$ cat src/rtl/pmuBankPkg.sv
package pmuBankPkg;
  localparam int NUM_CNT   = 4;
  localparam int CNT_W     = 32;
  localparam int NUM_EVT   = 8;
  localparam int BASE_IDX  = 4;
  localparam int IDX_W     = 3;
  localparam int PL_W      = 2;
  localparam int SEL_W     = $clog2(NUM_EVT);
  localparam int ADDR_W    = IDX_W + 1;
  localparam int SLOT_W    = $clog2(NUM_CNT);
  localparam int RUN_BIT   = 0;
  localparam int PEND_LSB  = 4;
  localparam int IE_BIT    = 5;
  localparam int MODE_BIT  = 6;

  typedef struct packed {
    logic               globalWr;
    logic [NUM_CNT-1:0] ctrlWr;
    logic [NUM_CNT-1:0] dataWr;
    logic               rdGo;
    logic               rdIsData;
    logic               rdGlobal;
    logic               rdHit;
    logic [SLOT_W-1:0]  rdIdx;
  } pmuStrobe_t;
endpackage

$ cat src/rtl/pmuAccessCtrl.sv
module pmuAccessCtrl
  import pmuBankPkg::*;
(
  input  logic               clk,
  input  logic               rstN,
  input  logic               wrEn,
  input  logic               rdEn,
  input  logic [PL_W-1:0]    reqPriv,
  input  logic [ADDR_W-1:0]  addr,
  input  logic               secureMon,
  input  logic [NUM_CNT-1:0] cntPrivMode,
  output pmuStrobe_t         strobe,
  output logic               accessErr
);
  logic [IDX_W-1:0]  idx;
  logic              isData;
  logic              inBank;
  logic [SLOT_W-1:0] slot;
  logic              isPl0;
  logic              readOk;
  logic              errNext;

  always_comb begin
    idx     = addr[IDX_W-1:0];
    isData  = addr[IDX_W];
    inBank  = (int'(idx) >= BASE_IDX) && (int'(idx) < BASE_IDX + NUM_CNT);
    slot    = SLOT_W'(int'(idx) - BASE_IDX);
    isPl0   = (reqPriv == '0);
    readOk  = isPl0 || (isData && inBank && !cntPrivMode[slot] && !secureMon);
    strobe  = '0;
    errNext = 1'b0;
    if (wrEn) begin
      if (!isPl0) begin
        errNext = 1'b1;
      end else if (!isData && idx == '0) begin
        strobe.globalWr = 1'b1;
      end else if (inBank) begin
        if (isData) strobe.dataWr[slot] = 1'b1;
        else        strobe.ctrlWr[slot] = 1'b1;
      end
    end else if (rdEn) begin
      if (readOk) begin
        strobe.rdGo     = 1'b1;
        strobe.rdIsData = isData;
        strobe.rdGlobal = !isData && idx == '0;
        strobe.rdHit    = inBank;
        strobe.rdIdx    = slot;
      end else begin
        errNext = 1'b1;
      end
    end
  end

  always_ff @(posedge clk) begin
    if (!rstN) accessErr <= 1'b0;
    else       accessErr <= errNext;
  end

  // refused write is flagged on the following cycle
  assert_wr_refused_R2: assert property (@(posedge clk) disable iff (!rstN)
    (wrEn && reqPriv != '0) |=> accessErr);

  // with secure monitor on, no nonzero-level read gets through
  assert_secure_block_R5: assert property (@(posedge clk) disable iff (!rstN)
    (rdEn && !wrEn && secureMon && reqPriv != '0) |=> accessErr);
endmodule

$ cat src/rtl/pmuCounterPath.sv
module pmuCounterPath
  import pmuBankPkg::*;
(
  input  logic               clk,
  input  logic               rstN,
  input  pmuStrobe_t         strobe,
  input  logic [CNT_W-1:0]   wrData,
  input  logic [NUM_EVT-1:0] events,
  input  logic               userEnable,
  input  logic               privEnable,
  output logic [CNT_W-1:0]   rdData,
  output logic               irq,
  output logic [NUM_CNT-1:0] cntPrivMode
);
  logic                 runEn;
  logic [NUM_CNT-1:0]   pending;
  logic [NUM_CNT-1:0]   ovfIe;
  logic [SEL_W-1:0]     evtSel [NUM_CNT];
  logic [CNT_W-1:0]     count  [NUM_CNT];
  logic [NUM_CNT-1:0]   qual;
  logic [NUM_CNT-1:0]   wrap;
  logic [CNT_W-1:0]     rdNext;

  always_ff @(posedge clk) begin
    if (!rstN)                runEn <= 1'b0;
    else if (strobe.globalWr) runEn <= wrData[RUN_BIT];
  end

  for (genvar k = 0; k < NUM_CNT; k++) begin : gCnt
    always_comb begin
      qual[k] = runEn && events[evtSel[k]] &&
                (cntPrivMode[k] ? privEnable : userEnable);
      wrap[k] = qual[k] && (&count[k]) && !strobe.dataWr[k];
    end

    always_ff @(posedge clk) begin
      if (!rstN) begin
        evtSel[k]      <= '0;
        ovfIe[k]       <= 1'b0;
        cntPrivMode[k] <= 1'b0;
        count[k]       <= '0;
        pending[k]     <= 1'b0;
      end else begin
        if (strobe.ctrlWr[k]) begin
          evtSel[k]      <= wrData[SEL_W-1:0];
          ovfIe[k]       <= wrData[IE_BIT];
          cntPrivMode[k] <= wrData[MODE_BIT];
        end
        if (strobe.dataWr[k])  count[k] <= wrData;
        else if (qual[k])      count[k] <= count[k] + 1'b1;
        if (wrap[k])           pending[k] <= 1'b1;
        else if (strobe.globalWr && wrData[PEND_LSB + k]) pending[k] <= 1'b0;
      end
    end

    // frozen bank holds every count unless software writes it
    assert_frozen_hold_R7: assert property (@(posedge clk) disable iff (!rstN)
      (!runEn && !strobe.dataWr[k]) |=> $stable(count[k]));

    // without a write a count moves by at most one per cycle
    assert_single_step_R6: assert property (@(posedge clk) disable iff (!rstN)
      !strobe.dataWr[k] |=> (count[k] == $past(count[k]) ||
                             count[k] == $past(count[k]) + 32'd1));

    // software write beats a simultaneous increment
    assert_write_wins_R10: assert property (@(posedge clk) disable iff (!rstN)
      strobe.dataWr[k] |=> count[k] == $past(wrData));

    // pending stays set unless cleared by a global write
    assert_pending_sticky_R8: assert property (@(posedge clk) disable iff (!rstN)
      (pending[k] && !strobe.globalWr) |=> pending[k]);
  end

  assign irq = |(pending & ovfIe);

  always_comb begin
    rdNext = '0;
    if (strobe.rdGo) begin
      if (strobe.rdGlobal) begin
        rdNext[RUN_BIT]               = runEn;
        rdNext[PEND_LSB +: NUM_CNT]   = pending;
      end else if (strobe.rdHit) begin
        if (strobe.rdIsData) begin
          rdNext = count[strobe.rdIdx];
        end else begin
          rdNext[SEL_W-1:0] = evtSel[strobe.rdIdx];
          rdNext[IE_BIT]    = ovfIe[strobe.rdIdx];
          rdNext[MODE_BIT]  = cntPrivMode[strobe.rdIdx];
        end
      end
    end
  end

  always_ff @(posedge clk) begin
    if (!rstN) rdData <= '0;
    else       rdData <= rdNext;
  end
endmodule

$ cat src/rtl/pmuCounterBank.sv
module pmuCounterBank
  import pmuBankPkg::*;
(
  input  logic               clk,
  input  logic               rstN,
  input  logic               regWrEn,
  input  logic               regRdEn,
  input  logic [PL_W-1:0]    reqPriv,
  input  logic [ADDR_W-1:0]  regAddr,
  input  logic [CNT_W-1:0]   regWrData,
  input  logic               userEnable,
  input  logic               privEnable,
  input  logic               secureMon,
  input  logic [NUM_EVT-1:0] events,
  output logic [CNT_W-1:0]   regRdData,
  output logic               accessErr,
  output logic               irq
);
  pmuStrobe_t         strobe;
  logic [NUM_CNT-1:0] cntPrivMode;

  pmuAccessCtrl uCtrl (
    .clk(clk), .rstN(rstN), .wrEn(regWrEn), .rdEn(regRdEn),
    .reqPriv(reqPriv), .addr(regAddr), .secureMon(secureMon),
    .cntPrivMode(cntPrivMode), .strobe(strobe), .accessErr(accessErr)
  );

  pmuCounterPath uPath (
    .clk(clk), .rstN(rstN), .strobe(strobe), .wrData(regWrData),
    .events(events), .userEnable(userEnable), .privEnable(privEnable),
    .rdData(regRdData), .irq(irq), .cntPrivMode(cntPrivMode)
  );

  // a refused access never returns data
  assert_blocked_zero_R4: assert property (@(posedge clk) disable iff (!rstN)
    accessErr |-> regRdData == '0);
endmodule

$ cat config.mk
export PLATFORM = sky130hd
export DESIGN_NAME = pmuCounterBank
export DESIGN_NICKNAME = d
export VERILOG_FILES = /design/src/rtl/pmuBankPkg.sv /design/src/rtl/pmuAccessCtrl.sv /design/src/rtl/pmuCounterPath.sv /design/src/rtl/pmuCounterBank.sv
export SDC_FILE = /design/constraint.sdc
export NUM_CORES = 1
export LEC_CHECK = 0
export ABC_AREA = 1
export ABC_CLOCK_PERIOD_IN_PS = 2500
export BUFFER_PORTS_ARGS = -buffer_cell sky130_fd_sc_hd__buf_2
export CAP_MARGIN = 20
export CORE_MARGIN = 8
export CORE_UTILIZATION = 25
export DETAILED_ROUTE_END_ITERATION = 6
export PLACE_DENSITY_LB_ADDON = 0.2
export SLEW_MARGIN = 20
export SYNTH_ARGS = -nofsm -noshare
export SYNTH_HDL_FRONTEND = slang
export SYNTH_HIERARCHICAL = 1
export SYNTH_SLANG_ARGS = --single-unit
$ cat constraint.sdc
create_clock -name clk -period 2.5 [get_ports clk]
set_clock_uncertainty 0.1 [all_clocks]
set_input_delay 0.125 -clock clk [delete_from_list [all_inputs] [get_ports clk]]
set_output_delay 0.125 -clock clk [all_outputs]
set_load 0.03 [all_outputs]
Yosys cells after proc, flatten, opt, wreduce, memory -nomap -nowiden
Memory sizes are Yosys's and may differ from the RTL's.
Index checks and enable logic that the tools add are counted.
{"block": "totals", "register_bits": 46, "ram_bits": 140, "out_inout_bits": 34, "word_cells": 198, "n_memories": 2}
{"block": "op_classes", "addsub": 5, "n_lt_le_gt_ge": 8, "n_mux": 102, "bitwise": 17, "n_reduce_logical": 47}
{"name": "uPath.count", "depth": 4, "word_bits": 32, "rd": 5, "rd_clocked_by_memory_dff": 0, "wr": 4, "line_no": "pmuCounterPath.sv:19", "text": "logic [CNT_W-1:0] count [NUM_CNT];"}
{"name": "uPath.evtSel", "depth": 4, "word_bits": 3, "rd": 5, "rd_clocked_by_memory_dff": 0, "wr": 4, "line_no": "pmuCounterPath.sv:18", "text": "logic [SEL_W-1:0] evtSel [NUM_CNT];"}
{"op": "$mux W32", "n": 8}
{"op": "$add A32 B1 Y32 const B", "n": 4}
{"op": "$reduce_and A32 Y1", "n": 4}
{"op": "$mux W1", "n": 68}
{"op": "$logic_and A1 B1 Y1", "n": 25}
{"op": "$mux W8", "n": 3}
{"op": "$mux W6", "n": 3}
{"op": "$mux W9", "n": 2}
{"op": "$lt A3 B4 Y1 const B", "n": 4}
{"op": "$mux W3", "n": 5}
{"op": "$bmux W1 S3", "n": 4}
{"op": "$mux W4", "n": 3}
{"op": "$or A1 B1 Y1", "n": 12}
{"op": "$reduce_bool A2 Y1", "n": 4}
{"op": "$reduce_or A4 Y1", "n": 2}
{"op": "$logic_not A1 Y1", "n": 7}
{"op": "$bmux W1 S2", "n": 3}
{"op": "$lt A2 B3 Y1 const B", "n": 2}
{"op": "$reduce_or A5 Y1", "n": 1}
{"op": "$and A4 B4 Y4", "n": 1}
{"op": "$mux W2", "n": 2}
{"op": "$not A1 Y1", "n": 4}
{"op": "$ge A3 B3 Y1 const B", "n": 1}
{"op": "$logic_not A3 Y1", "n": 1}
{"op": "6 further kinds", "n": 6}

Depth between registers and ports, before layout
{"block": "logic_depth", "ltp_word": 15, "depth_mapped": 17, "depth_no_buf": 16}

By module
The synthesis kept the hierarchy.
{"module": "pmuCounterPath", "instances": 1, "cells_each": 1789, "area_per_inst_um2": 12615.8}
{"module": "pmuAccessCtrl", "instances": 1, "cells_each": 50, "area_per_inst_um2": 247.7}

Least setup slack after synthesis
Ideal clock, no wire load.
{"block": "synth_path", "path_kind": "input to register", "start": "input port reqPriv[1]", "end": "memory uPath.count[2][0], enable pin", "setup_ps": 561, "t_arrival_ps": 1791, "required_time_ps": 1839, "path_slack_ps": 48, "path_stages": 9, "path_cell_list": "nor2_1 inv_2 nor2_1 nand3_1 nor2_1 nor3_1 nand3_2 buf_2 nand3_1"}
{"element": "start: declaration", "line_no": "pmuCounterBank.sv:8", "text": "input logic [PL_W-1:0] reqPriv,"}
{"element": "end: declaration", "line_no": "pmuCounterPath.sv:19"}

==> metrics.txt <==
status=finished, violations left; violated checks=DRC; cell taking the most area after synthesis=edfxtp_1; Clock Tree Buf Depth=2; Final Setup Violations=0; CP endpoint kind=flip-flop; TritonRoute pass-1 iters=7; insertion delay to the later sink of the worst-skew pair=~500 ps; Final Critical Period=between 2000 and 2500 ps; Fill cells=between 5000 and 6000; root buf cell=clkbuf_16; relative slew slack=approximately 53%; vias after detailed routing=roughly 13000; FF+latch area=roughly 5100 sq um; DRT iter0 DRCs=roughly 1200; P per Cell Area=~470 nW/um^2; first-pass GRT wire length=84900 microns; CP Launch Type=flip-flop; synthesized net count=1896; Port Buf Inserts=86; layout cells sized above 1=between 10% and 20%; post-CTS setup repair buffer count=0; Worst EP required=between 2000 and 3000 ps; post-route setup slack=between 200 and 250 ps; core area=51090 sq um; arrival time at the worst endpoint=2580 ps; DRC viols=12; Synth warnings=6; Multi-input gate area=approximately 6700 sq um; Slew @ Worst Pin=between 700 and 800 ps; TritonCTS Buffers=17; Synth top area share=roughly 33%; leakage=between 5 and 6 nW; asr flop ratio synth=0%; vias per std cell=a little under 5; Synth Area per Inst=~7 sq um; sequential share of the synthesized area=roughly 40%; Final Cycle Share=just over 90%; std cell rows=83; setup TNS=0 ps; Antenna Violating Nets Remaining=0; Main synth FF type=edfxtp_1; RSZ-0062 raised after global routing=false; Worst-path clk slew=approximately 80 ps; Mapped Area=about 13000 sq um; IO Pins=87; Post-DP HPWL=approximately 45000 microns; Max Freq=roughly 0.44 GHz; initial antenna violation count=3; largest net degree at the start of global routing=between 100 and 150; worst r2r path cells=12; #FFs+latches synth=between 150 and 200; clk sink count=around 190; Hold Crit Class=primary input to flip-flop; die area=between 50000 and 60000 sq um; WL/cell=about 22 microns; largest cells by area after synthesis=edfxtp_1, nand2_1, dfxtp_1, nor2_1, inv_1; fin cells=between 2000 and 3000; max-slew violations=0; pre-CTS WS=about 160 ps; Die H=about 240 microns; # diodes=0; Cells after Synth=1839; Min-Delay Path Depth=3; Yosys cell types=42; Max-Cap Viols=0; area grow syn2layout=17.05%; EDFF count, synth=140; crit-path max FO=104; final WL=just under 60000 microns; dpl cells=between 2000 and 3000; Post-synth top cells=nand2_1, nor2_1, inv_1; GPL Wtd Cong=~0.93; Layout Utilization=between 20% and 30%; total congestion overflow=0; most common cell in the synthesized netlist=nand2_1; vias in the first global route=12621; Setup CP Type=flip-flop to flip-flop; Pwr Total=about 7 mW; Hold Vio Cnt, Final=0; Max VDD drop=approximately 0.00040 V; H-Tree Depth=4; die width=242.8 microns; CTS tree=yes; Layout Nets=between 2000 and 2500; Initial Util=25.18%; gr usage total=roughly 19%
registers in the layout, indices dropped and copies added (netlist names):
name,flops
uPath/count,128
uPath/rdData,32
uPath/evtSel,12
uPath/cntPrivMode,4
uPath/ovfIe,4
uPath/pending,4
uCtrl/accessErr,1
uPath/runEn,1
worst paths after layout:
check | from | end | slack, ps
max | uPath/cntPrivMode[3] | uPath/rdData[19] | 240
min | regWrData[18] | uPath/count[0][18] | 30
min reg2reg | uPath/ovfIe[3] | uPath/ovfIe[3] | 410
max reg2reg | uPath/cntPrivMode[3] | uPath/rdData[19] | 240
critical path: stages, from the launching register on:
cell and delay, ps:
dfxtp_1 320, nand3_1 80, nand2_1 70, nor2_2 90
nand2_2 60, nand2_2 80, nand2_4 100, nor2_4 150
buf_12 340, nor2_1 130, nor2_1 160, o21ai_0 190
a21oi_1 180
cell families (layout without fill, tap and decap cells):
kind of cell	after synthesis	after routing	synth area share (%)
and+or+nand+nor	1075	1075	36.62
DFF	186	186	39.84
adders and majority gates	4	4	0.3891
AOI/OAI and AO/OA	267	267	11.31
buffers and inverters	249	368	7.888
xor gates and xnor gates	58	58	3.949
placed cells by master (no fill, tap or decap), types with 22 or more instances in the layout:
cell type and instances:
nand3_1 88, nor3_1 38, nor2_1 243, o21ai_0 100
inv_2 22, o21ai_1 35, o22ai_1 30, dlygate4sd3_1 23
nand2_1 593, inv_1 170, xor2_1 48, dfxtp_1 46
a21oi_1 76, buf_2 86, edfxtp_1 140, nand4_1 24
report_power, final:
group / total (mW) / switching, mW / internal, mW
Sequential: 3.55 / 0.148 / 3.40
Combinational: 0.662 / 0.467 / 0.195
Clock: 2.90 / 1.37 / 1.52
final cells by class:
type,instances,share of cell area [%]
flip-flops and latches,186,34.04
clock buffers,21,3.058
repair buffers,139,6.797
clock inverters,10,0.7562
inverters,198,4.978
multi-input cells,1404,44.72
well taps,680,5.651
repair_timing:
action                                  in CTS  in global routing
endpoints found under the setup margin       0                  1
hold buffers                                23                  0
endpoints found under the hold margin       40                  0
resized for setup                            0                  1
layer usage:
layer	vias to the layer above	global-route usage, %	wire length [microns]
met5	-	0	0
met4	0	6.400	1599
met3	56	3.349	3348
met2	419	31.11	26770
met1	6334	25.80	26290
li1	6225	-	-
per-stage QoR:
stage | hold slack [ps] | area [sq um]
4_1_cts | 19.66 | 15050
5_1_grt | 20.22 | 15060
3_3_place_gp | 322.4 | 14250
3_5_place_dp | 306.3 | 14250
2_1_floorplan | 148.0 | 12860
6_report | 29.53 | 15060
No activity file was read; power rests on OpenSTA's default activity.
